[config.mk]
export PLATFORM = sky130hd
export DESIGN_NAME = lpdw_ctrl
export DESIGN_NICKNAME = d
export VERILOG_FILES = /design/src/rtl/lpdw_pkg.sv /design/src/rtl/lpdw_trig_qual.sv /design/src/rtl/lpdw_mode_fsm.sv /design/src/rtl/lpdw_fwd.sv /design/src/rtl/lpdw_ctrl.sv
export SDC_FILE = /design/constraint.sdc
export NUM_CORES = 1
export LEC_CHECK = 0
export BUFFER_PORTS_ARGS = -buffer_cell sky130_fd_sc_hd__buf_4
export CORE_MARGIN = 3
export CORE_UTILIZATION = 47
export CTS_BUF_LIST = sky130_fd_sc_hd__clkbuf_16
export DETAILED_ROUTE_END_ITERATION = 16
export PLACE_DENSITY = 0.8
export SYNTH_ARGS = -nofsm -noshare
export SYNTH_HDL_FRONTEND = slang
export SYNTH_SLANG_ARGS = --single-unit
[constraint.sdc]
create_clock -name clk -period 3 [get_ports clk]
set_input_delay 0 -clock clk [delete_from_list [all_inputs] [get_ports clk]]
set_output_delay 0 -clock clk [all_outputs]
set_load 0.01 [all_outputs]
[src/rtl/lpdw_pkg.sv]
package lpdw_pkg;

    typedef enum logic [2:0] {
        M_ACTIVE = 3'd0,
        M_LPM0   = 3'd1,
        M_LPM3   = 3'd3,
        M_LPM4   = 3'd4,
        M_LPM35  = 3'd5,
        M_LPM45  = 3'd6
    } pmode_e;

    typedef struct packed {
        logic trig;
        logic alt_fn;
        logic dir_in;
        logic wake_en;
    } ext_pin_t;

    typedef struct packed {
        logic       req;
        logic [2:0] target;
        logic       on_exit;
        logic       isr_done;
    } sleep_cmd_t;

    function automatic logic is_run(pmode_e m);
        return (m == M_ACTIVE) || (m == M_LPM0);
    endfunction

    function automatic logic is_retained(pmode_e m);
        return (m == M_LPM3) || (m == M_LPM4);
    endfunction

    function automatic logic is_off(pmode_e m);
        return (m == M_LPM35) || (m == M_LPM45);
    endfunction

    function automatic logic target_ok(logic [2:0] c);
        return (c == 3'd1) || (c == 3'd3) || (c == 3'd4) || (c == 3'd5) || (c == 3'd6);
    endfunction

endpackage

[src/rtl/lpdw_trig_qual.sv]
module lpdw_trig_qual
    import lpdw_pkg::*;
#(
    parameter int NCH = 4
) (
    input  logic [NCH-1:0] dma_req,
    input  logic [NCH-1:0] wake_en,
    input  ext_pin_t       ext,
    output logic [NCH:0]   fwd_vec,
    output logic [NCH:0]   wake_vec
);
    localparam int EXT_IDX = NCH;

    logic ext_ok;
    assign ext_ok = ext.trig & ext.alt_fn & ext.dir_in;

    for (genvar i = 0; i < NCH; i++) begin : g_chan
        assign fwd_vec[i]  = dma_req[i];
        assign wake_vec[i] = dma_req[i] & wake_en[i];
    end

    assign fwd_vec[EXT_IDX]  = ext_ok;
    assign wake_vec[EXT_IDX] = ext_ok & ext.wake_en;

endmodule

[src/rtl/lpdw_mode_fsm.sv]
module lpdw_mode_fsm
    import lpdw_pkg::*;
(
    input  logic       clk,
    input  logic       rst,
    input  logic       wake_any,
    input  logic       irq,
    input  logic       dma_done,
    input  sleep_cmd_t cmd,
    output pmode_e     mode
);
    pmode_e mode_q, mode_d;
    pmode_e res_q, res_d;
    logic   rv_q, rv_d;

    always_comb begin
        mode_d = mode_q;
        res_d  = res_q;
        rv_d   = rv_q;
        case (mode_q)
            M_ACTIVE: begin
                if (cmd.isr_done && cmd.on_exit && rv_q) begin
                    mode_d = res_q;
                    rv_d   = 1'b0;
                end else if (cmd.req && target_ok(cmd.target)) begin
                    mode_d = pmode_e'(cmd.target);
                    rv_d   = 1'b0;
                end
            end
            M_LPM0: begin
                if (irq || dma_done) mode_d = M_ACTIVE;
            end
            M_LPM3, M_LPM4: begin
                if (irq) begin
                    mode_d = M_ACTIVE;
                    rv_d   = 1'b0;
                end else if (wake_any) begin
                    res_d  = mode_q;
                    rv_d   = 1'b1;
                    mode_d = M_LPM0;
                end
            end
            default: ;
        endcase
    end

    always_ff @(posedge clk) begin
        if (rst) begin
            mode_q <= M_ACTIVE;
            res_q  <= M_LPM3;
            rv_q   <= 1'b0;
        end else begin
            mode_q <= mode_d;
            res_q  <= res_d;
            rv_q   <= rv_d;
        end
    end

    assign mode = mode_q;

    a_r4_wake_to_lpm0: assert property (@(posedge clk) disable iff (rst)
        (is_retained(mode_q) && wake_any && !irq) |=> (mode_q == M_LPM0));

    a_r6_off_holds: assert property (@(posedge clk) disable iff (rst)
        is_off(mode_q) |=> (mode_q == $past(mode_q)));

    a_r9_lpm0_exit: assert property (@(posedge clk) disable iff (rst)
        ((mode_q == M_LPM0) && (irq || dma_done)) |=> (mode_q == M_ACTIVE));

    a_r10_resume: assert property (@(posedge clk) disable iff (rst)
        ((mode_q == M_ACTIVE) && cmd.isr_done && cmd.on_exit && rv_q)
        |=> (is_retained(mode_q) && !rv_q));

    a_r11_irq_wins: assert property (@(posedge clk) disable iff (rst)
        (is_retained(mode_q) && irq) |=> ((mode_q == M_ACTIVE) && !rv_q));

endmodule

[src/rtl/lpdw_fwd.sv]
module lpdw_fwd
    import lpdw_pkg::*;
#(
    parameter int W = 5
) (
    input  logic         clk,
    input  logic         rst,
    input  pmode_e       mode,
    input  logic [W-1:0] fwd_vec,
    input  logic [W-1:0] wake_vec,
    output logic [W-1:0] dma_fwd
);
    logic [W-1:0] pend_q;

    always_ff @(posedge clk) begin
        if (rst) pend_q <= '0;
        else     pend_q <= is_retained(mode) ? wake_vec : '0;
    end

    assign dma_fwd = is_run(mode) ? (fwd_vec | pend_q) : '0;

    a_r8_hold_one_cycle: assert property (@(posedge clk) disable iff (rst)
        (pend_q != '0) |=> (pend_q == '0));

    a_r6_off_no_hold: assert property (@(posedge clk) disable iff (rst)
        is_off(mode) |=> (pend_q == '0));

    a_r7_pass_through: assert property (@(posedge clk) disable iff (rst)
        is_run(mode) |-> ((dma_fwd & fwd_vec) == fwd_vec));

endmodule

[src/rtl/lpdw_ctrl.sv]
module lpdw_ctrl
    import lpdw_pkg::*;
#(
    parameter int NCH = 4
) (
    input  logic           clk,
    input  logic           rst,
    input  logic [NCH-1:0] dma_req,
    input  logic [NCH-1:0] wake_en,
    input  logic           ext_trig,
    input  logic           ext_alt_fn,
    input  logic           ext_dir_in,
    input  logic           ext_wake_en,
    input  logic           dma_done,
    input  logic           irq,
    input  logic           sleep_req,
    input  logic [2:0]     sleep_target,
    input  logic           sleep_on_exit,
    input  logic           isr_done,
    output logic [2:0]     pwr_mode,
    output logic           cpu_clk_en,
    output logic           dma_run,
    output logic [NCH:0]   dma_fwd
);
    localparam int W = NCH + 1;

    ext_pin_t     ext;
    sleep_cmd_t   cmd;
    logic [W-1:0] fwd_vec, wake_vec;
    pmode_e       mode;

    assign ext = '{trig: ext_trig, alt_fn: ext_alt_fn, dir_in: ext_dir_in, wake_en: ext_wake_en};
    assign cmd = '{req: sleep_req, target: sleep_target, on_exit: sleep_on_exit, isr_done: isr_done};

    lpdw_trig_qual #(.NCH(NCH)) u_qual (
        .dma_req (dma_req),
        .wake_en (wake_en),
        .ext     (ext),
        .fwd_vec (fwd_vec),
        .wake_vec(wake_vec)
    );

    lpdw_mode_fsm u_fsm (
        .clk     (clk),
        .rst     (rst),
        .wake_any(|wake_vec),
        .irq     (irq),
        .dma_done(dma_done),
        .cmd     (cmd),
        .mode    (mode)
    );

    lpdw_fwd #(.W(W)) u_fwd (
        .clk     (clk),
        .rst     (rst),
        .mode    (mode),
        .fwd_vec (fwd_vec),
        .wake_vec(wake_vec),
        .dma_fwd (dma_fwd)
    );

    assign pwr_mode   = mode;
    assign cpu_clk_en = (mode == M_ACTIVE);
    assign dma_run    = is_run(mode);

    a_r2_gated_no_fwd: assert property (@(posedge clk) disable iff (rst)
        !dma_run |-> (dma_fwd == '0));

    a_r1_reset_active: assert property (@(posedge clk)
        rst |=> (pwr_mode == 3'd0));

endmodule

==> out/qor.csv, run 1 <==
metric;value;unit
status;complete, no violations;
Yosys Warn Count;0;
synthesized area;648;um^2
CTS buffer count;3;
placement row count;12;
total track usage;0.193;
Post-Syn Area per Cell;9.00;um^2
vias in the first global route;653;
remaining antenna violation count after routing;0;
crit start category;flop;
Slew Limit Fails;0;
# DRC;0;
maxcap violations;0;
#FFs+latches synth;12;
placed cells;115;
Vias per Instance;5.79;
worst skew pair latency;240;ps
top achievable clock speed;549;MHz
maximum fanout along the worst path;11;
IO buf count;31;
Post-CTS Resized;0;
layout cell share with drive strength beyond 1;0.371;
Post-synth EDFFs;0;
relative slew slack;0.719;
Synth Flop Type;dfxtp_1;
RSZ-0062 raised after global routing;false;
sequential area share after synthesis;0.371;
final setup fails;0;
global route overflow;0;
largest net degree at the start of global routing;12;
Pleak;0.000465;uW
Vias;689;
largest cells by area after synthesis;dfxtp_1 (37%), mux2i_1 (6.2%), o21a_1 (5.8%), and3_1 (4.8%), a21oi_1 (3.9%);
Worst Tran Pin Value;410;ps
hpwl dp;1260;um
routed wire length;1710;um
Inserted Diodes;0;
maximum vdd drop;0.453;mV
Setup TNS Final;0;ps
clock root cell;clkbuf_16;
DIE WIDTH;43.1;um
Reg2Reg Depth;4;
Pwr Density;785;mW/mm^2
Crit. End Element;flop;
Psw;241;uW
Post-Syn Nets;94;
area grow syn2layout;49.2;%
sequential power share;0.285;
fraction of registers with async set/reset;0;
nets@finish;129;
switch share;0.318;
Die Y-Extent;43.1;um
CP max stage delay;500;ps
Yosys top cell area share;0.371;
antenna violations before repair;0;
CTS sink count;12;
Cells after Synth;72;
I/O Pins;32;
worst clock skew;1.15;ps
H-tree levels;1;
Initial Util;0.540;
TritonCTS clock tree;built;
slowest cell on the critical path;dfxtp_1;
Max Root-Sink Buffers;2;
Placer Congestion;0.805;
Combinational Power Share;0.400;
count leader, synth;dfxtp_1;
CP cell instances;or3b_4 > a21o_1 > o211ai_2 > mux2_2;
CP Class;reg -> reg;
type of the worst min-delay path;in -> reg;
Layout Cells excl Fill;119;
die area;0.00186;mm^2
largest area contributor in the netlist;dfxtp_1;
Commonest cells post-synth;dfxtp_1 (12), nor2_1 (6), a21oi_1 (5), and3_1 (5), o21a_1 (5);
first-pass GRT wire length;2770;um
Std-Cell Core Area;0.00120;mm^2
Final Hold Viols;0;
clock share of power;0.315;
drt pass-1 iters;4;
CTS clk-pin slew, worst paths;40;ps
post-synth cell types;30;
Period Utilization, post-route;0.607;
CP required;3120;ps
Hold Path Depth;2;
internal power;518;uW
DR iter-0 viols;30;
average routed wire per standard cell;14.4;um
Worst EP arrival;1950;ps
clock period minus worst slack;1820;ps
worst max-delay path, delay by kind of cell, from the launching register on:
family / cells / cell delay, ps
multiplexers: 1 / 360
flip-flops: 1 / 500
AO/OA/AOI/OAI: 2 / 400
AND/OR/NAND/NOR: 1 / 440
state kept, by name (all words and copies together) (netlist names):
signal / count
u_fsm.mode: 3
u_fsm.rv_q: 1
u_fwd.pend_q: 5
u_fsm.res_q: 3
timing repair:
item	in CTS	in global routing
hold buffers	1	0
endpoints found under the hold margin	1	0
buffers inserted	0	0
metal layers:
metal	routed length, um	global-route usage
met1	785	0.254
met2	769	0.295
met3	134	0.0551
met4	22	0.0723
met5	0	0
logic make-up after synthesis:
| kind of cell | after synthesis | synth area share |
|---|---|---|
| AO/OA/AOI/OAI | 26 | 0.292 |
| flip-flops | 12 | 0.371 |
| AND/OR/NAND/NOR | 22 | 0.193 |
| buffers and inverters | 6 | 0.0482 |
| multiplexers | 6 | 0.0965 |
metrics by stage:
step	power, uW	util	area (um^2)	worst slack [ps]	hold WS [ps]
6_report	759	0.805	967	1180	0.0322
5_1_grt	795	0.805	967	1120	14.4
4_1_cts	760	0.805	967	1190	1.43
3_5_place_dp	515	0.734	882	1200	227
3_3_place_gp	513	0.734	882	1240	226
2_1_floorplan	395	-	648	1280	78.3
final timing paths:
| path | from | endpoint | slack (ps) |
|---|---|---|---|
| setup / recovery | u_fsm.mode[2] | u_fsm.mode[2] | 1180 |
| hold / removal | wake_en[1] | u_fwd.pend_q[1] | 0.03 |
| setup reg to reg | u_fsm.mode[2] | u_fsm.mode[2] | 1180 |
| hold reg to reg | u_fsm.rv_q | u_fsm.rv_q | 530 |
layout make-up:
type	count	area, um^2
flip-flops and latches	12	240
clock buffers	3	75.1
multi-input cells	54	377
fillers	92	234
well taps	14	17.5
repair buffers	32	243
inverters	4	15.0
power by group through the flow:
stage / logic (uW) / registers [uW] / clock network, uW
3_5_place_dp: 298 / 217 / 0
6_report: 303 / 216 / 239
3_3_place_gp: 296 / 217 / 0
5_1_grt: 324 / 221 / 250
4_1_cts: 302 / 215 / 243
2_1_floorplan: 190 / 205 / 0
cells in the final DEF (no fill, tap or decap), drive strengths merged, types with 2 or more instances in the layout:
cell type	instances
a21oi	5
mux2	2
a22oi	2
o21ai	3
nor3	2
buf	31
inv	4
o21a	5
nor2b	2
clkbuf	3
o211ai	2
and3	6
mux2i	4
nor2	6
dfxtp	12
a31oi	2
nand3	2
No activity file was read; power rests on OpenSTA's default activity.
==> run 2, diff against run 1 <==
--- a/config.mk
+++ b/config.mk
@@ -5,12 +5,13 @@
 export SDC_FILE = /design/constraint.sdc
 export NUM_CORES = 1
 export LEC_CHECK = 0
+export ABC_AREA = 1
 export BUFFER_PORTS_ARGS = -buffer_cell sky130_fd_sc_hd__buf_4
 export CORE_MARGIN = 3
-export CORE_UTILIZATION = 47
+export CORE_UTILIZATION = 39
 export CTS_BUF_LIST = sky130_fd_sc_hd__clkbuf_16
 export DETAILED_ROUTE_END_ITERATION = 16
-export PLACE_DENSITY = 0.8
+export PLACE_DENSITY = 0.7
 export SYNTH_ARGS = -nofsm -noshare
 export SYNTH_HDL_FRONTEND = slang
 export SYNTH_SLANG_ARGS = --single-unit
==> constraint.sdc (replaced) <==
create_clock -name clk -period 1.5 [get_ports clk]
set_input_delay 0 -clock clk [delete_from_list [all_inputs] [get_ports clk]]
set_output_delay 0 -clock clk [all_outputs]
set_load 0.01 [all_outputs]
==> run 2 against run 1 <==
  * Wire length fell by 5.8%
  * First-iteration DRC count fell by 27%
  * Die area rose by 19%
  * Via count rose by 11%
  * Worst hold slack improved by 13 ps
  * Maximum frequency rose by 39%
  * Clock-buffer cell count did not move
  * Register-to-register slack got worse by 990 ps
  * Global-route usage fell by 1.7 points
  * Sequential share of layout area fell by 0.84 points
  * Critical path depth rose by 4
  * Largest power group unchanged
==> out/qor.csv, run 2 <==
metric;value;unit;change
antenna violations before repair;0;;unchanged
# DRC;0;;unchanged
maxcap violations;0;;unchanged
maximum vdd drop;0.999;mV;+120%
DIE WIDTH;47.1;um;+9.2%
RSZ-0062 raised after global routing;false;;
worst skew pair latency;240;ps;about the same
Layout Cells excl Fill;160;;+34%
Pleak;0.000546;uW;+17%
Post-CTS Resized;0;;unchanged
most frequent cells in the layout;buf_4 (31), nand2_1 (30), nor2_1 (21);;
Worst EP arrival;1440;ps;-510 ps
Placer Congestion;0.838;;+4.0%
drt pass-1 iters;4;;unchanged
flop2flop setup slack;190;ps;-990 ps
area grow syn2layout;51.8;%;
IO buf count;31;;unchanged
Post-synth EDFFs;0;;unchanged
type of the worst min-delay path;in -> reg;;
Initial Util;0.428;;-0.112
hold buffer count at cts;1;;unchanged
placed cells;155;;+35%
Yosys Warn Count;0;;unchanged
Slew Limit Fails;0;;unchanged
Die Y-Extent;47.1;um;+9.2%
routed wire length;1610;um;-5.8%
Yosys top cell area share;0.364;;-0.00633
CP Class;reg -> reg;;
die area;0.00222;mm^2;+19%
Setup TNS Final;0;ps;unchanged
Worst Tran Pin Value;241;ps;-169 ps
max FFs per register;5;;unchanged
clock root cell;clkbuf_16;;
relative slew slack;0.839;;+0.120
top achievable clock speed;764;MHz;+39%
Max Root-Sink Buffers;2;;unchanged
Final Util;0.649;;-0.156
Pwr Total;1650;uW;+120%
Inserted Diodes;0;;unchanged
Post-Syn Area per Cell;6.11;um^2;-32%
Period Utilization, post-route;0.873;;+0.266
fraction of registers with async set/reset;0;;unchanged
Std-Cell Core Area;0.00154;mm^2;+28%
synthesized area;659;um^2;+1.7%
clock period minus worst slack;1310;ps;-511 ps
Reg2Reg Depth;8;;+4
I/O Pins;32;;unchanged
crit path capture;u_fsm.res_q[2];;
CTS buffer count;3;;unchanged
Pwr Density;1650;mW/mm^2;+110%
worst clock skew;1.76;ps;+0.616 ps
most common cell after layout, fill and taps aside;buf_4;;
R2R Path End;u_fsm.res_q[2];;
first-pass GRT wire length;2640;um;-4.5%
Vias per Instance;4.78;;-18%
global route overflow;0;;unchanged
Vias;764;;+11%
largest cells by area after synthesis;dfxtp_1 (36%), nand2_1 (17%), nor2_1 (12%), inv_1 (9.7%), nand3_1 (4.6%);;
Post-CTS Setup Bufs;0;;unchanged
placement row count;14;;+2
#FFs+latches synth;12;;unchanged
layout cell share with drive strength beyond 1;0.292;;-0.0798
final setup fails;0;;unchanged
total track usage;0.176;;-0.0173
Final Hold Viols;0;;unchanged
Synth Flop Type;dfxtp_1;;
Critical Path Source;u_fsm.mode[2];;
TritonCTS clock tree;built;;
r2r startpoint;u_fsm.mode[2];;
Post-Syn Nets;130;;+38%
hpwl dp;1270;um;+0.69%
maximum fanout along the worst path;5;;-6
average routed wire per standard cell;10.1;um;-30%
Commonest cells post-synth;nand2_1 (30), nor2_1 (21), inv_1 (17), dfxtp_1 (12), nand3_1 (6);;
Crit. End Element;flop;;
crit start category;flop;;
Reg with most FFs;u_fwd.pend_q;;
nets@finish;167;;+29%
count leader, synth;nand2_1;;
H-tree levels;1;;unchanged
status;complete, no violations;;
remaining antenna violation count after routing;0;;unchanged
largest area contributor in the netlist;dfxtp_1;;
DR iter-0 viols;22;;-27%
CTS clk-pin slew, worst paths;40;ps;about the same
Cells after Synth;108;;+50%
CP required;1630;ps;-1490 ps
CTS sink count;12;;unchanged
sequential area share after synthesis;0.364;;-0.00633
vias in the first global route;631;;-3.4%
largest net degree at the start of global routing;8;;-4
post-synth cell types;18;;-40%
## run 2: cell types whose count changed after synthesis, sizes merged, moves of 4 or more
cell,delta
and3,-6
mux2i,-4
nand3,+5
inv,+15
nand2,+31
nor2,+17
o21a,-4
## run 2: worst min path at each step
| stage | startpoint | to | slack (ps) | depth (start not counted) |
|---|---|---|---|---|
| 3_5_place_dp | rst | u_fsm.rv_q | 170 | 2 |
| 4_1_cts | ext_wake_en | u_fwd.pend_q[4] | 10 | 3 |
| 6_report | wake_en[2] | u_fwd.pend_q[2] | 10 | 3 |
| 2_1_floorplan | rst | u_fsm.rv_q | 70 | 1 |
| 3_3_place_gp | rst | u_fsm.rv_q | 170 | 2 |
| 5_1_grt | wake_en[2] | u_fwd.pend_q[2] | 20 | 3 |
## run 2: area by class of cell
| cell class | count | area [um^2] |
|---|---|---|
| fill | 149 | 541 |
| multi-input combinational | 77 | 348 |
| timing repair buffer | 32 | 243 |
| sequential | 12 | 240 |
| clock buffer | 3 | 75.1 |
| inverter | 19 | 71.3 |
| tap | 16 | 20.0 |
| clock inverter | 1 | 3.75 |
## run 2: cells by family after synthesis
family | count (synthesis) | synth area share
and+or+nand+nor | 65 | 0.414
DFF | 12 | 0.364
AOI/OAI and AO/OA | 12 | 0.114
buffers and inverters | 19 | 0.108
## run 2: per-layer routing
metal  share of wire  GRT usage  vias up
li1                -          -      404
met1            0.41      0.227      332
met2            0.48      0.257       26
met3           0.099     0.0805        2
met4          0.0087     0.0663        0
met5               0          0        -
## run 2: per-stage QoR
step,hold slack (ps),instance area (um^2),setup WS [ps]
floorplan,69.1,659,233
global placement,168,912,194
detailed placement,170,912,212
CTS,12.6,1000,203
global route,19.8,1000,23.2
finish,13.0,1000,190
## run 2: power by group
part	switching (uW)	internal (uW)
sequential	50.0	379
clock	141	351
combinational	412	322
total	603	1050
## run 2: critical path, cell delays in order (launching register included)
cell	delay, ps
dfxtp_1	340
inv_1	120
nand3_1	120
a21oi_2	190
inv_2	50
nor2_2	140
nand2_1	120
nand2_1	70
a21oi_1	40
==> run 3, diff against run 2 <==
--- a/config.mk
+++ b/config.mk
@@ -11,7 +11,8 @@
 export CORE_UTILIZATION = 39
 export CTS_BUF_LIST = sky130_fd_sc_hd__clkbuf_16
 export DETAILED_ROUTE_END_ITERATION = 16
-export PLACE_DENSITY = 0.7
+export PLACE_DENSITY = 0.78
+export SETUP_SLACK_MARGIN = 0.15
 export SYNTH_ARGS = -nofsm -noshare
 export SYNTH_HDL_FRONTEND = slang
 export SYNTH_SLANG_ARGS = --single-unit
==> run 3 against run 2 <==
  * Wire length increased by 7.6%
  * Sequential share of layout area fell by 0.53 points
  * Sequential power grew 5.8%
  * Setup slack better by 66 ps
  * Clock skew rose by 2.8 ps
  * Sequential cell count did not move
  * Clock power decreased by 1%
  * Largest power group unchanged
==> out/qor.csv, run 3 (synthesis results as in run 2) <==
metric;value;unit;change
status;complete, no violations;;
cell mode on critical path;nand2_1;;
antenna violations before repair;0;;unchanged
die area;0.00222;mm^2;unchanged
CP max stage delay;410;ps;+70 ps
Finished Cell Area;0.00104;mm^2;+3.9%
remaining antenna violation count after routing;0;;unchanged
Period Utilization, post-route;0.829;;-0.0440
Final Hold Viols;0;;unchanged
# DRC;0;;unchanged
crit start category;flop;;
worst skew pair latency;240;ps;about the same
CTS buffer count;3;;unchanged
placed cell area;912;um^2;unchanged
vias in the first global route;701;;+11%
Slew Limit Fails;0;;unchanged
Vias per Instance;4.88;;+2.2%
average routed wire per standard cell;10.9;um;+7.6%
total track usage;0.182;;+0.00567
routed wire length;1740;um;+7.6%
RSZ-0062 raised after global routing;true;;
hpwl dp;1360;um;+7.5%
Reg2Reg Depth;7;;-1
most frequent cells in the layout;buf_4 (31), nand2_1 (28), nor2_1 (19);;
type of the worst min-delay path;in -> reg;;
worst clock skew;4.59;ps;+2.82 ps
Std-Cell Core Area;0.00154;mm^2;unchanged
clock root cell;clkbuf_16;;
Max Root-Sink Buffers;2;;unchanged
drt pass-1 iters;4;;unchanged
maximum fanout along the worst path;7;;+2
IO buf count;31;;unchanged
flop2flop setup slack;260;ps;+70 ps
Crit. End Element;flop;;
Top Family by Delay on Critical Path;simple AND/OR/NAND/NOR gates;;
Reg with most FFs;u_fwd.pend_q;;
DR iter-0 viols;11;;-50%
largest net degree at the start of global routing;8;;unchanged
layout cell share with drive strength beyond 1;0.347;;+0.0556
clock period minus worst slack;1240;ps;-66.0 ps
top achievable clock speed;804;MHz;+5.3%
Worst EP arrival;1370;ps;-70 ps
CP required;1630;ps;about the same
Initial Util;0.428;;unchanged
global route overflow;0;;unchanged
CTS sink count;12;;unchanged
crit path capture;u_fsm.res_q[2];;
R2R Path End;u_fsm.res_q[2];;
met3 usage;0.0613;;-0.0192
Crit path depth;7;;-1
H-tree levels;1;;unchanged
Pleak;0.000553;uW;+1.2%
first-pass GRT wire length;2730;um;+3.1%
Buf/Inv on CP;1;;-1
maximum vdd drop;1.08;mV;+8.4%
slowest cell on the critical path;dfxtp_2;;
Pwr Density;1670;mW/mm^2;+0.82%
Setup TNS Final;0;ps;unchanged
# fillers;138;;-7.4%
Critical Path Source;u_fsm.mode[1];;
Vias;781;;+2.2%
final setup fails;0;;unchanged
grt met1 use;0.190;;-0.0365
Die Y-Extent;47.1;um;unchanged
maxcap violations;0;;unchanged
relative slew slack;0.801;;-0.0384
GRT busiest layer;met2;;
Inserted Diodes;0;;unchanged
DIE WIDTH;47.1;um;unchanged
Worst Tran Pin Value;298;ps;+56.7 ps
M2 GR Usage;0.309;;+0.0515
Post-CTS Setup Bufs;0;;unchanged
r2r startpoint;u_fsm.mode[1];;
placed cells;155;;unchanged
most common cell after layout, fill and taps aside;buf_4;;
CP cell instances;nand3_1 > a21oi_4 > inv_2 > nor2_4 > nand2_1 > nand2_1 > a21oi_1;;
Final Util;0.675;;+0.0252
CP Class;reg -> reg;;
I/O Pins;32;;unchanged
nets@finish;167;;unchanged
area grow syn2layout;57.7;%;
placement row count;14;;unchanged
Placer Congestion;0.857;;+2.2%
Layout Cells excl Fill;160;;unchanged
max FFs per register;5;;unchanged
TritonCTS clock tree;built;;
CTS clk-pin slew, worst paths;40;ps;about the same
-- run 3: worst min-delay path by stage --
stage,depth (start not counted),endpoint,from
final,3,u_fwd.pend_q[0],wake_en[0]
after CTS,3,u_fwd.pend_q[1],wake_en[1]
after global placement,2,u_fsm.rv_q,rst
after global routing,3,u_fwd.pend_q[1],wake_en[1]
after floorplan,1,u_fsm.rv_q,rst
after detailed placement,2,u_fsm.rv_q,rst
-- run 3: worst register-to-register path: cells and delay by family (launching register included) --
kind	cells	cell delay [ps]
simple gates	4	430
flops	1	410
compound gates	2	220
buf+inv	1	70
-- run 3: layer usage --
metal	up-vias	wire length (um)
li1	404	-
met1	336	657
met2	34	855
met3	7	165
met4	0	57
met5	-	0
-- run 3: report_power, final --
part / leakage, uW / total [uW] / switching [uW] / internal, uW
registers: 0.0000987 / 454 / 68.1 / 386
clock network: 0.0000385 / 486 / 135 / 350
logic: 0.000415 / 794 / 442 / 352
total: 0.000553 / 1730 / 645 / 1090
-- run 3: final cells by class --
cell class	instances	area, um^2	area share
clock buffers	3	75.1	0.0722
clock inverters	1	3.75	0.00361
well taps	16	20.0	0.0193
inverters	19	71.3	0.0686
multi-input cells	77	383	0.368
flip-flops and latches	12	244	0.235
repair buffers	32	243	0.233
-- run 3: repair_timing --
action                                  in CTS  in global routing
endpoints found under the setup margin       0                 10
endpoints found under the hold margin        1                  0
hold buffers                                 1                  0
gates resized for setup                      0                 12
-- run 3: through the flow --
| step | hold slack, ps | setup slack (ps) | total power [uW] |
|---|---|---|---|
| floorplan | 69.1 | 233 | 886 |
| global placement | 167 | 209 | 1150 |
| detailed placement | 170 | 201 | 1170 |
| CTS | 11.7 | 188 | 1670 |
| global route | 28.9 | 130 | 1880 |
| finish | 10.8 | 256 | 1730 |
